## src/rtl/dvfs_pkg.sv

```systemverilog
// Shared encodings for the speed controller.
// Assumes freq_sel codes are decoded by the clock generator as listed here.
package dvfs_pkg;
    typedef enum logic [1:0] {
        FREQ_LOW_SLOW = 2'd0,
        FREQ_LOW_FAST = 2'd1,
        FREQ_HIGH     = 2'd2
    } freq_lvl_e;
endpackage

```

## src/rtl/dvfs_work_tracker.sv

```systemverilog
// Holds the task budget, the executed-work total and the remaining ticks.
// Presents the values the next tick would produce (remaining work, ticks left).
// Assumes W_INSTR >= W_SPEED; the executed total saturates rather than wrapping.
module dvfs_work_tracker #(
    parameter int W_INSTR = 32,
    parameter int W_TICK  = 20,
    parameter int W_SPEED = 12
) (
    input  logic               clk,
    input  logic               rst_n,
    input  logic               load,
    input  logic [W_INSTR-1:0] budget_in,
    input  logic [W_TICK-1:0]  ticks_in,
    input  logic               step,
    input  logic [W_SPEED-1:0] meas,
    output logic [W_INSTR-1:0] rem_next,
    output logic [W_TICK-1:0]  left_next
);
    localparam int PAD = W_INSTR - W_SPEED + 1;

    logic [W_INSTR-1:0] budget_q, exec_q, exec_n;
    logic [W_TICK-1:0]  left_q;
    logic [W_INSTR:0]   sum;

    // Next executed total (saturating), next tick count and remaining work.
    always_comb begin
        sum       = {1'b0, exec_q} + {{PAD{1'b0}}, meas};
        exec_n    = sum[W_INSTR] ? '1 : sum[W_INSTR-1:0];
        left_next = (left_q == '0) ? '0 : left_q - 1'b1;
        rem_next  = (budget_q > exec_n) ? budget_q - exec_n : '0;
    end

    // Latch a new task on load, advance the totals on each accepted tick.
    always_ff @(posedge clk) begin
        if (!rst_n) begin
            budget_q <= '0;
            exec_q   <= '0;
            left_q   <= '0;
        end else if (load) begin
            budget_q <= budget_in;
            exec_q   <= '0;
            left_q   <= ticks_in;
        end else if (step) begin
            exec_q   <= exec_n;
            left_q   <= left_next;
        end
    end
endmodule

```

## src/rtl/dvfs_speed_compare.sv

```systemverilog
// Divider-free test of "remaining work / remaining ticks > speed":
// compares remaining work against speed * remaining ticks at full width.
module dvfs_speed_compare #(
    parameter int W_INSTR = 32,
    parameter int W_TICK  = 20,
    parameter int W_SPEED = 12
) (
    input  logic [W_INSTR-1:0] rem,
    input  logic [W_TICK-1:0]  left,
    input  logic [W_SPEED-1:0] speed,
    output logic               exceeds
);
    localparam int PW = W_SPEED + W_TICK;
    localparam int CW = (PW > W_INSTR) ? PW : W_INSTR;

    logic [PW-1:0] prod;

    // Product of speed and horizon, then an unsigned compare.
    always_comb begin
        prod    = PW'(speed) * PW'(left);
        exceeds = CW'(rem) > CW'(prod);
    end
endmodule

```

## src/rtl/dvfs_level_fsm.sv

```systemverilog
// Chooses the voltage and frequency levels from the comparison results.
// Starts each task at the high level, drops to low voltage at most once,
// forces the high level and flags a miss when the horizon is exhausted.
module dvfs_level_fsm
    import dvfs_pkg::*;
(
    input  logic       clk,
    input  logic       rst_n,
    input  logic       load,
    input  logic       tick,
    input  logic       rem_zero,
    input  logic       left_zero,
    input  logic       need_fast,
    input  logic       need_mid,
    output logic       active,
    output logic       volt_hi,
    output freq_lvl_e  freq_lvl,
    output logic       miss
);
    logic locked;

    // Level decision, registered once per accepted tick.
    always_ff @(posedge clk) begin
        if (!rst_n) begin
            active   <= 1'b0;
            locked   <= 1'b0;
            miss     <= 1'b0;
            volt_hi  <= 1'b0;
            freq_lvl <= FREQ_LOW_SLOW;
        end else if (load) begin
            active   <= 1'b1;
            locked   <= 1'b0;
            miss     <= 1'b0;
            volt_hi  <= 1'b1;
            freq_lvl <= FREQ_HIGH;
        end else if (tick && active) begin
            if (rem_zero) begin
                active   <= 1'b0;
                volt_hi  <= 1'b0;
                freq_lvl <= FREQ_LOW_SLOW;
            end else if (left_zero) begin
                miss     <= 1'b1;
                volt_hi  <= 1'b1;
                freq_lvl <= FREQ_HIGH;
            end else if (!locked && need_fast) begin
                volt_hi  <= 1'b1;
                freq_lvl <= FREQ_HIGH;
            end else begin
                locked   <= 1'b1;
                volt_hi  <= 1'b0;
                freq_lvl <= need_mid ? FREQ_LOW_FAST : FREQ_LOW_SLOW;
            end
        end
    end
endmodule

```

## src/rtl/dvfs_speed_ctrl.sv

```systemverilog
// Top of the predictive two-level speed controller for one cluster.
// Assumes tick and task_load are single-cycle strobes; load wins over tick.
module dvfs_speed_ctrl
    import dvfs_pkg::*;
#(
    parameter int W_INSTR = 32,
    parameter int W_TICK  = 20,
    parameter int W_SPEED = 12
) (
    input  logic               clk,
    input  logic               rst_n,
    input  logic               task_load,
    input  logic [W_INSTR-1:0] task_budget,
    input  logic [W_TICK-1:0]  task_ticks,
    input  logic               tick,
    input  logic [W_SPEED-1:0] work_done,
    input  logic [W_SPEED-1:0] speed_low_fast,
    input  logic [W_SPEED-1:0] speed_low_slow,
    output logic               volt_hi,
    output logic [1:0]         freq_sel,
    output logic               clk_en,
    output logic               deadline_miss
);
    localparam int N_CMP = 2;

    logic [W_INSTR-1:0] rem_next;
    logic [W_TICK-1:0]  left_next;
    logic [W_SPEED-1:0] cmp_speed [N_CMP];
    logic [N_CMP-1:0]   cmp_hit;
    logic               active;
    freq_lvl_e          freq_lvl;

    // Threshold speeds: index 0 decides the voltage, index 1 the low frequency.
    always_comb begin
        cmp_speed[0] = speed_low_fast;
        cmp_speed[1] = speed_low_slow;
    end

    dvfs_work_tracker #(.W_INSTR(W_INSTR), .W_TICK(W_TICK), .W_SPEED(W_SPEED)) u_track (
        .clk       (clk),
        .rst_n     (rst_n),
        .load      (task_load),
        .budget_in (task_budget),
        .ticks_in  (task_ticks),
        .step      (tick && active),
        .meas      (work_done),
        .rem_next  (rem_next),
        .left_next (left_next)
    );

    for (genvar g = 0; g < N_CMP; g++) begin : g_cmp
        dvfs_speed_compare #(.W_INSTR(W_INSTR), .W_TICK(W_TICK), .W_SPEED(W_SPEED)) u_cmp (
            .rem     (rem_next),
            .left    (left_next),
            .speed   (cmp_speed[g]),
            .exceeds (cmp_hit[g])
        );
    end

    dvfs_level_fsm u_fsm (
        .clk       (clk),
        .rst_n     (rst_n),
        .load      (task_load),
        .tick      (tick),
        .rem_zero  (rem_next == '0),
        .left_zero (left_next == '0),
        .need_fast (cmp_hit[0]),
        .need_mid  (cmp_hit[1]),
        .active    (active),
        .volt_hi   (volt_hi),
        .freq_lvl  (freq_lvl),
        .miss      (deadline_miss)
    );

    // Output mapping: the clock runs only while a task is active.
    always_comb begin
        freq_sel = freq_lvl;
        clk_en   = active;
    end
endmodule

```

## config.mk

```make
export PLATFORM = sky130hd
export DESIGN_NAME = dvfs_speed_ctrl
export DESIGN_NICKNAME = d
export VERILOG_FILES = /design/src/rtl/dvfs_pkg.sv /design/src/rtl/dvfs_work_tracker.sv /design/src/rtl/dvfs_speed_compare.sv /design/src/rtl/dvfs_level_fsm.sv /design/src/rtl/dvfs_speed_ctrl.sv
export SDC_FILE = /design/constraint.sdc
export NUM_CORES = 2
export LEC_CHECK = 0
export BUFFER_PORTS_ARGS = -buffer_cell sky130_fd_sc_hd__buf_2
export CAP_MARGIN = 20
export CORE_ASPECT_RATIO = 1.25
export CORE_MARGIN = 2
export CORE_UTILIZATION = 45
export CTS_CLUSTER_SIZE = 24
export DETAILED_ROUTE_END_ITERATION = 12
export HOLD_SLACK_MARGIN = 0.05
export PLACE_DENSITY = 0.58
export RECOVER_POWER = 50
export SETUP_SLACK_MARGIN = 0.4
export SKIP_LAST_GASP = 1
export SYNTH_ARGS = -nofsm -noshare
export SYNTH_HDL_FRONTEND = slang
export SYNTH_SLANG_ARGS = --single-unit
export TNS_END_PERCENT = 100
```

## constraint.sdc

```tcl
create_clock -name clk -period 27.2 [get_ports clk]
set_input_delay 5.44 -clock clk [delete_from_list [all_inputs] [get_ports clk]]
set_output_delay 5.44 -clock clk [all_outputs]
set_load 0.005 [all_outputs]
```

# ---- Word level (Yosys, flattened, before mapping)
# Cells that the tools add are included.
dict set report op_classes {
  mul 2
  eq_ne 0
  bitwise 4
  n_reduce_logical 12
  order_cmp 3
  div 0
  shifts 0
  addsub 3
  n_mux 19
}
# cell n
set op_table {}
lappend op_table {{$gt A32 B32 Y1} 3}
lappend op_table {{$mul A12 B20 Y32} 2}
lappend op_table {{$mux W32} 2}
lappend op_table {{$mux W20} 3}
lappend op_table {{$logic_not A20 Y1} 2}
lappend op_table {{$add A32 B12 Y33} 1}
lappend op_table {{$logic_not A32 Y1} 1}
lappend op_table {{$sub A32 B32 Y32} 1}
lappend op_table {{$sub A20 B1 Y20 const B} 1}
lappend op_table {{$mux W2} 5}
lappend op_table {{$mux W1} 9}
lappend op_table {{$not A1 Y1} 4}
lappend op_table {{$reduce_and A4 Y1} 1}
lappend op_table {{$reduce_bool A2 Y1} 2}
lappend op_table {{$reduce_and A3 Y1} 1}
lappend op_table {{$logic_and A1 B1 Y1} 2}
lappend op_table {{$reduce_and A2 Y1} 1}
lappend op_table {{$reduce_or A2 Y1} 1}
lappend op_table {{$logic_not A1 Y1} 1}
dict set report totals {
  inputBits 92
  ramBits 0
  latch_bits 0
  romBits 0
  memories 0
  wordCells 52
  out_inout_bits 5
  register_bits 90
}

# ---- Logic depth before layout (Yosys ltp)
dict set report logic_depth {
  ltp_word 11
  ltp_mapped 43
  ltp_nobuf 40
}

# ---- Cells and area by module
# Synthesis repeated with hierarchy kept, for this count alone.
dict set report hier_totals {
  hier_cells 3021
  area_unflattened_um2 24412.2
}
# mod cells_per_inst seq_area_each_um2 area_each_um2 n_inst
set modules_own_cells {}
lappend modules_own_cells {{dvfs_speed_compare at g_cmp[0].u_cmp} 1029 0.0 8476.9 1}
lappend modules_own_cells {{dvfs_speed_compare at g_cmp[1].u_cmp} 1022 0.0 8414.3 1}
lappend modules_own_cells {dvfs_work_tracker 923 1681.6 7160.6 1}
lappend modules_own_cells {dvfs_level_fsm 27 120.1 237.7 1}
lappend modules_own_cells {dvfs_speed_ctrl 20 0.0 122.6 1}

# ---- Least setup slack after synthesis
# Ideal clock, no wire load.
dict set report synth_timing {
  path_kind {in2reg}
  from {input work_done[0]}
  to {register u_fsm.freq_lvl[1]}
  path_buffers 5
  setup_ns 0.116
  slack_ns 14.741
  t_arrival_ns 12.343
  path_stages 39
  required_ns 27.084
  cell_sequence {ha_1 -> inv_1 -> fa_1 -> nor2b_1 -> o21ai_1 -> a21boi_1 -> o21a_1 -> o21ai_1 -> a21oi_1 -> o311a_1 -> and3_1 -> clkbuf_1 -> buf_1 -> nor2_1 -> ha_1 -> buf_2 -> a21o_1 -> a21o_1 -> (+3 left out) -> a211oi_1 -> o21bai_1 -> a221o_1 -> nand2_1 -> clkbuf_1 -> buf_2 -> nor2_1 -> ha_1 -> nor2b_1 -> o21ai_0 -> nand2b_1 -> a21oi_1 -> o21ai_0 -> a211oi_1 -> o21ai_0 -> a2111oi_0 -> o21bai_2 -> a31o_1}
}
dict set report synth_between {
  elab_chain_len 11
  elab_cells_between_ends 13
  cone_classes {add/sub (2); order compare (2); mux (7); reduce/logical (2)}
}
# item line_no
set synth_rtl {}
lappend synth_rtl {{start, declared} dvfs_speed_ctrl.sv:16} ;# input logic [W_SPEED-1:0] work_done,
lappend synth_rtl {{$add A32 B12 Y33 *} dvfs_work_tracker.sv:27} ;# sum = {1'b0, exec_q} + {{PAD{1'b0}}, meas};
lappend synth_rtl {{$mux W32 *} dvfs_work_tracker.sv:28} ;# exec_n = sum[W_INSTR] ? '1 : sum[W_INSTR-1:0];
lappend synth_rtl {{$sub A32 B32 Y32 / $gt A32 B32 Y1 (equally long branches)} dvfs_work_tracker.sv:30} ;# rem_next = (budget_q > exec_n) ? budget_q - exec_n : '0;
lappend synth_rtl {{$mux W32 *} dvfs_work_tracker.sv:30}
lappend synth_rtl {{$gt A32 B32 Y1} dvfs_speed_compare.sv:21} ;# exceeds = CW'(rem) > CW'(prod);
lappend synth_rtl {{$logic_and A1 B1 Y1} dvfs_level_fsm.sv:45} ;# end else if (!locked && need_fast) begin
lappend synth_rtl {{$mux W2} dvfs_level_fsm.sv:45}
lappend synth_rtl {{$mux W2} dvfs_level_fsm.sv:41} ;# end else if (left_zero) begin
lappend synth_rtl {{$mux W2 *} dvfs_level_fsm.sv:37} ;# if (rem_zero) begin
lappend synth_rtl {{$mux W2 *} dvfs_level_fsm.sv:36} ;# end else if (tick && active) begin
lappend synth_rtl {{$mux W2 *} dvfs_level_fsm.sv:30} ;# end else if (load) begin
lappend synth_rtl {{end signal, assigned} dvfs_level_fsm.sv:51} ;# freq_lvl <= need_mid ? FREQ_LOW_FAST : FREQ_LOW_SLOW;
lappend synth_rtl {{end, declared} dvfs_level_fsm.sv:17} ;# output freq_lvl_e freq_lvl,
# Every way passes the cells marked *; elsewhere a longest branch is shown, timed or not. The select of a mux whose other input is x is not followed.
# A chain may end at the register's enable or synchronous reset.

# ---- Worst setup path after layout
dict set report layout_timing {
  from {input work_done[0]}
  to {register u_fsm.freq_lvl[1]}
}
dict set report layout_between {
  elab_chain_len 11
  elab_cells_between_ends 13
  cone_classes {add/sub (2); order compare (2); mux (7); reduce/logical (2)}
}
# item line_no
set layout_rtl {}
lappend layout_rtl {{$add A32 B12 Y33 *} dvfs_work_tracker.sv:27}
lappend layout_rtl {{$mux W32 *} dvfs_work_tracker.sv:28}
lappend layout_rtl {{via u_track.exec_n[0]} dvfs_work_tracker.sv:21} ;# logic [W_INSTR-1:0] budget_q, exec_q, exec_n;
lappend layout_rtl {{$sub A32 B32 Y32 / $gt A32 B32 Y1 (equally long branches)} dvfs_work_tracker.sv:30}
lappend layout_rtl {{$mux W32 *} dvfs_work_tracker.sv:30}
lappend layout_rtl {{$gt A32 B32 Y1} dvfs_speed_compare.sv:21}
lappend layout_rtl {{$logic_and A1 B1 Y1} dvfs_level_fsm.sv:45}
lappend layout_rtl {{$mux W2} dvfs_level_fsm.sv:45}
lappend layout_rtl {{$mux W2} dvfs_level_fsm.sv:41}
lappend layout_rtl {{$mux W2 *} dvfs_level_fsm.sv:37}
lappend layout_rtl {{$mux W2 *} dvfs_level_fsm.sv:36}
lappend layout_rtl {{$mux W2 *} dvfs_level_fsm.sv:30}
# Mark *: on every way through the listed nets, which the timed path passes. The rest lies on a longest branch. The select of a mux whose other input is x is not followed.

==> qor.tcl <==
set qor(outcome) {finished, violations left}
set qor(violations) {max-capacitance violations, max-slew violations}
set qor(unrepaired_setup_endpoints_after_global_routing) {false}
set qor(final.fill_count) 5054
set qor(drt_pre_antenna_iters) 5
set qor(clk_root_buffer_cell) {clkbuf_16}
set qor(max_slew_margin_pct) -49.3
set qor(dp_hpwl_mm) 52.3
set qor(layout_common_cells) {inv_1 (454), nand2_1 (442), fa_1 (362)}
set qor(fin_crit_ns) 13.33
set qor(global_route.overflow_total) 0
set qor(synth-seq-area-share_pct) 7.71
set qor(boundaryPins) 97
set qor(fp.dieW_um) 208
set qor(max_cap_violations) 1
set qor(synth-async-reset-ratio_pct) 0
set qor(grt.met2_usage_pct) 46.5
set qor(maxSlewViolCount) 61
set qor(yosysWarningCount) 0
set qor(syn_to_final_growth_pct) 5.76
set qor(max_freq_mhz) 75.0
set qor(cp-start-kind) {primary input}
set qor(global_route.usage.total_pct) 24.2
set qor(cts.sinks) 90
set qor(number_of_global_route_vias_before_repair) 20697
set qor(final.setup_skew_ns) 0.00932
set qor(fp.dieArea_um2) 53800
set qor(finalHoldWorstSlack_ns) 0.488
set qor(cp_data_arrival_time_ns) 13.58
set qor(cp_max_fo) 30
set qor(r2r_slack_ns) 17.56
set qor(met3_track_demand_over_resource_in_global_routing_pct) 1.87
set qor(initial_core_utilization_pct) 45.5
set qor(fp.coreArea_um2) 51400
set qor(ys_types) 79
set qor(finalNetCount) 3583
set qor(worst_hold_path_type) {flip-flop to flip-flop}
set qor(worst_skew_pair.late_latency_ns) 0.37
set qor(crit_slowest_cell) {o311ai_1}
set qor(yosys_most_used_dff) {dfxtp_1}
set qor(wl_per_cell_um) 17.9
set qor(critical_path_class) {primary input to flip-flop}
set qor(postSynthAreaPerCell_um2) 8.09
set qor(row_count) 93
set qor(clkSlewWorstSetupHoldPaths_ns) 0.07
set qor(max-clock-path-buffers) 2
set qor(die_span_y_um) 259
set qor(first_pass_grt_wire_length_mm) 105
set qor(vias) 19247
set qor(final_antenna_net_count) 0
set qor(cell_area_after_synthesis_um2) 23400
set qor(global_route.peak_usage_layer) {met2}
set qor(end_kind) {flip-flop}
set qor(grt_start_max_net_pins) 65
set qor(worst_ep_required_time_ns) 27.45
set qor(maximum_level_of_the_cts_h_tree) 3
set qor(grt_util_met1_pct) 28.4
set qor(synthesis.instances) 2888
set qor(fin_crit_sh_pct) 49.0
set qor(syn_nets) 3591
set qor(placement.setup.worst_slack_ns) 13.52
set qor(place.gp.congestion) 0.888
set qor(totalWireLength_mm) 63.4
set qor(synth_seq_cells) 90
set qor(initialDrtViolationCount) 696
set qor(drive_above_1_share_pct) 5.93
set qor(timing_hold_violations_final) 0
set qor(cts.repair.resized) 0
set qor(buffer_ports.inserted) 96
set qor(cts_tree) {done}
set qor(crit_path_max_incr_delay_ns) 0.76
set qor(finalSetupTns_ns) 0
set qor(final_common_cell) {inv_1}
set qor(route.detailed.drc) 0
set qor(setup_slack_ns) 13.88
set qor(post-cts-setup-buffer-count) 0
set qor(num_antenna_cells) 0
set qor(dr_vias_cell) 5.42
set qor(worst_slew_pin_slew_ns) 2.24
set qor(cts_hold_buffers) 0
set qor(cts-buffers-inserted) 9
set qor(synth-edff-count) 0
set qor(antenna_violations_before_repair) 0
set qor(setup_viol_count_final) 0
==> cell usage after synthesis, types with 4 or more instances <==
cell type	instances	area share (%)
xor2_1	55	2.1
a22o_1	4	0.15
o21a_1	14	0.45
or2_2	8	0.21
and2_1	164	4.4
xnor2_1	64	2.4
o21bai_1	11	0.35
nand3_1	30	0.64
nor2b_1	61	1.6
ha_1	249	13
a21o_1	52	1.7
a21oi_1	162	3.5
mux2i_1	36	1.5
nor3_1	32	0.69
buf_2	10	0.21
o211ai_1	6	0.19
a211oi_1	21	0.67
nor4_1	10	0.27
o21ai_0	59	1.3
or3_1	5	0.13
nand2b_1	15	0.40
nand3b_1	4	0.13
inv_1	454	7.3
nand4_1	32	0.86
fa_1	362	31
o31ai_1	7	0.22
and3_1	29	0.78
a211o_1	7	0.26
nand2_1	442	7.1
a31oi_1	14	0.37
nand4b_1	4	0.15
buf_1	5	0.080
nor2_1	151	2.4
dfxtp_1	90	7.7
a311oi_1	13	0.49
o21ai_1	13	0.28
clkbuf_1	125	2.0
==> cell type report <==
class                   count  area, um2  area share [%]
clock buffers              10        239           0.967
inverters                 454       1700            6.89
clock inverters             6        111           0.450
well taps                 665        832            3.37
multi-input cells        2201      19300            78.2
repair buffers            124        692            2.80
flip-flops and latches     90       1800            7.29
==> worst paths after layout <==
| check | from | end | cells after the start |
|---|---|---|---|
| setup / recovery | work_done[0] | u_fsm.freq_lvl[1] | 35 |
| hold / removal | u_fsm.locked | u_fsm.locked | 1 |
| setup reg to reg | u_track.left_q[2] | u_fsm.freq_lvl[0] | 34 |
| hold reg to reg | u_fsm.locked | u_fsm.locked | 1 |
==> metrics by stage <==
| step | cells | utilization (%) | area, um2 |
|---|---|---|---|
| 3_3_place_gp | 3533 | 47.4 | 24400 |
| 2_1_floorplan | 2888 | - | 23400 |
| 5_1_grt | 3550 | 48.1 | 24700 |
| 3_5_place_dp | 3533 | 47.4 | 24400 |
| 4_1_cts | 3549 | 48.1 | 24700 |
| 6_report | 3550 | 48.1 | 24700 |
==> critical path: cells and delay by family <==
| family | cells | cell delay [ns] |
|---|---|---|
| AOI/OAI and AO/OA | 18 | 4.72 |
| adders and majority gates | 5 | 1.43 |
| and+or+nand+nor | 8 | 1.44 |
| buffers and inverters | 4 | 0.51 |
==> routing by layer <==
metal	wire (um)	share of wire, %
met5	0	0
met4	1790	2.8
met3	1690	2.7
met2	34100	54
met1	25900	41
==> registers in the layout, indices dropped and copies added (netlist names) <==
signal,flops
u_track.budget_q,32
u_track.left_q,20
u_fsm.locked,1
u_fsm.freq_lvl,2
u_track.exec_q,32
u_fsm.volt_hi,1
u_fsm.active,1
u_fsm.miss,1
==> cell families after synthesis <==
family,Yosys count,synth area share (%)
flip-flops,90,7.71
adder cells (fa/ha/maj),611,44.3
AO/OA/AOI/OAI,425,11.5
XOR/XNOR,119,4.46
multiplexers,37,1.59
AND/OR/NAND/NOR,1009,20.7
buffers and inverters,597,9.71
Power is not shown: default switching activity piles up to over one toggle a cycle in this logic, so the estimate is an artifact.
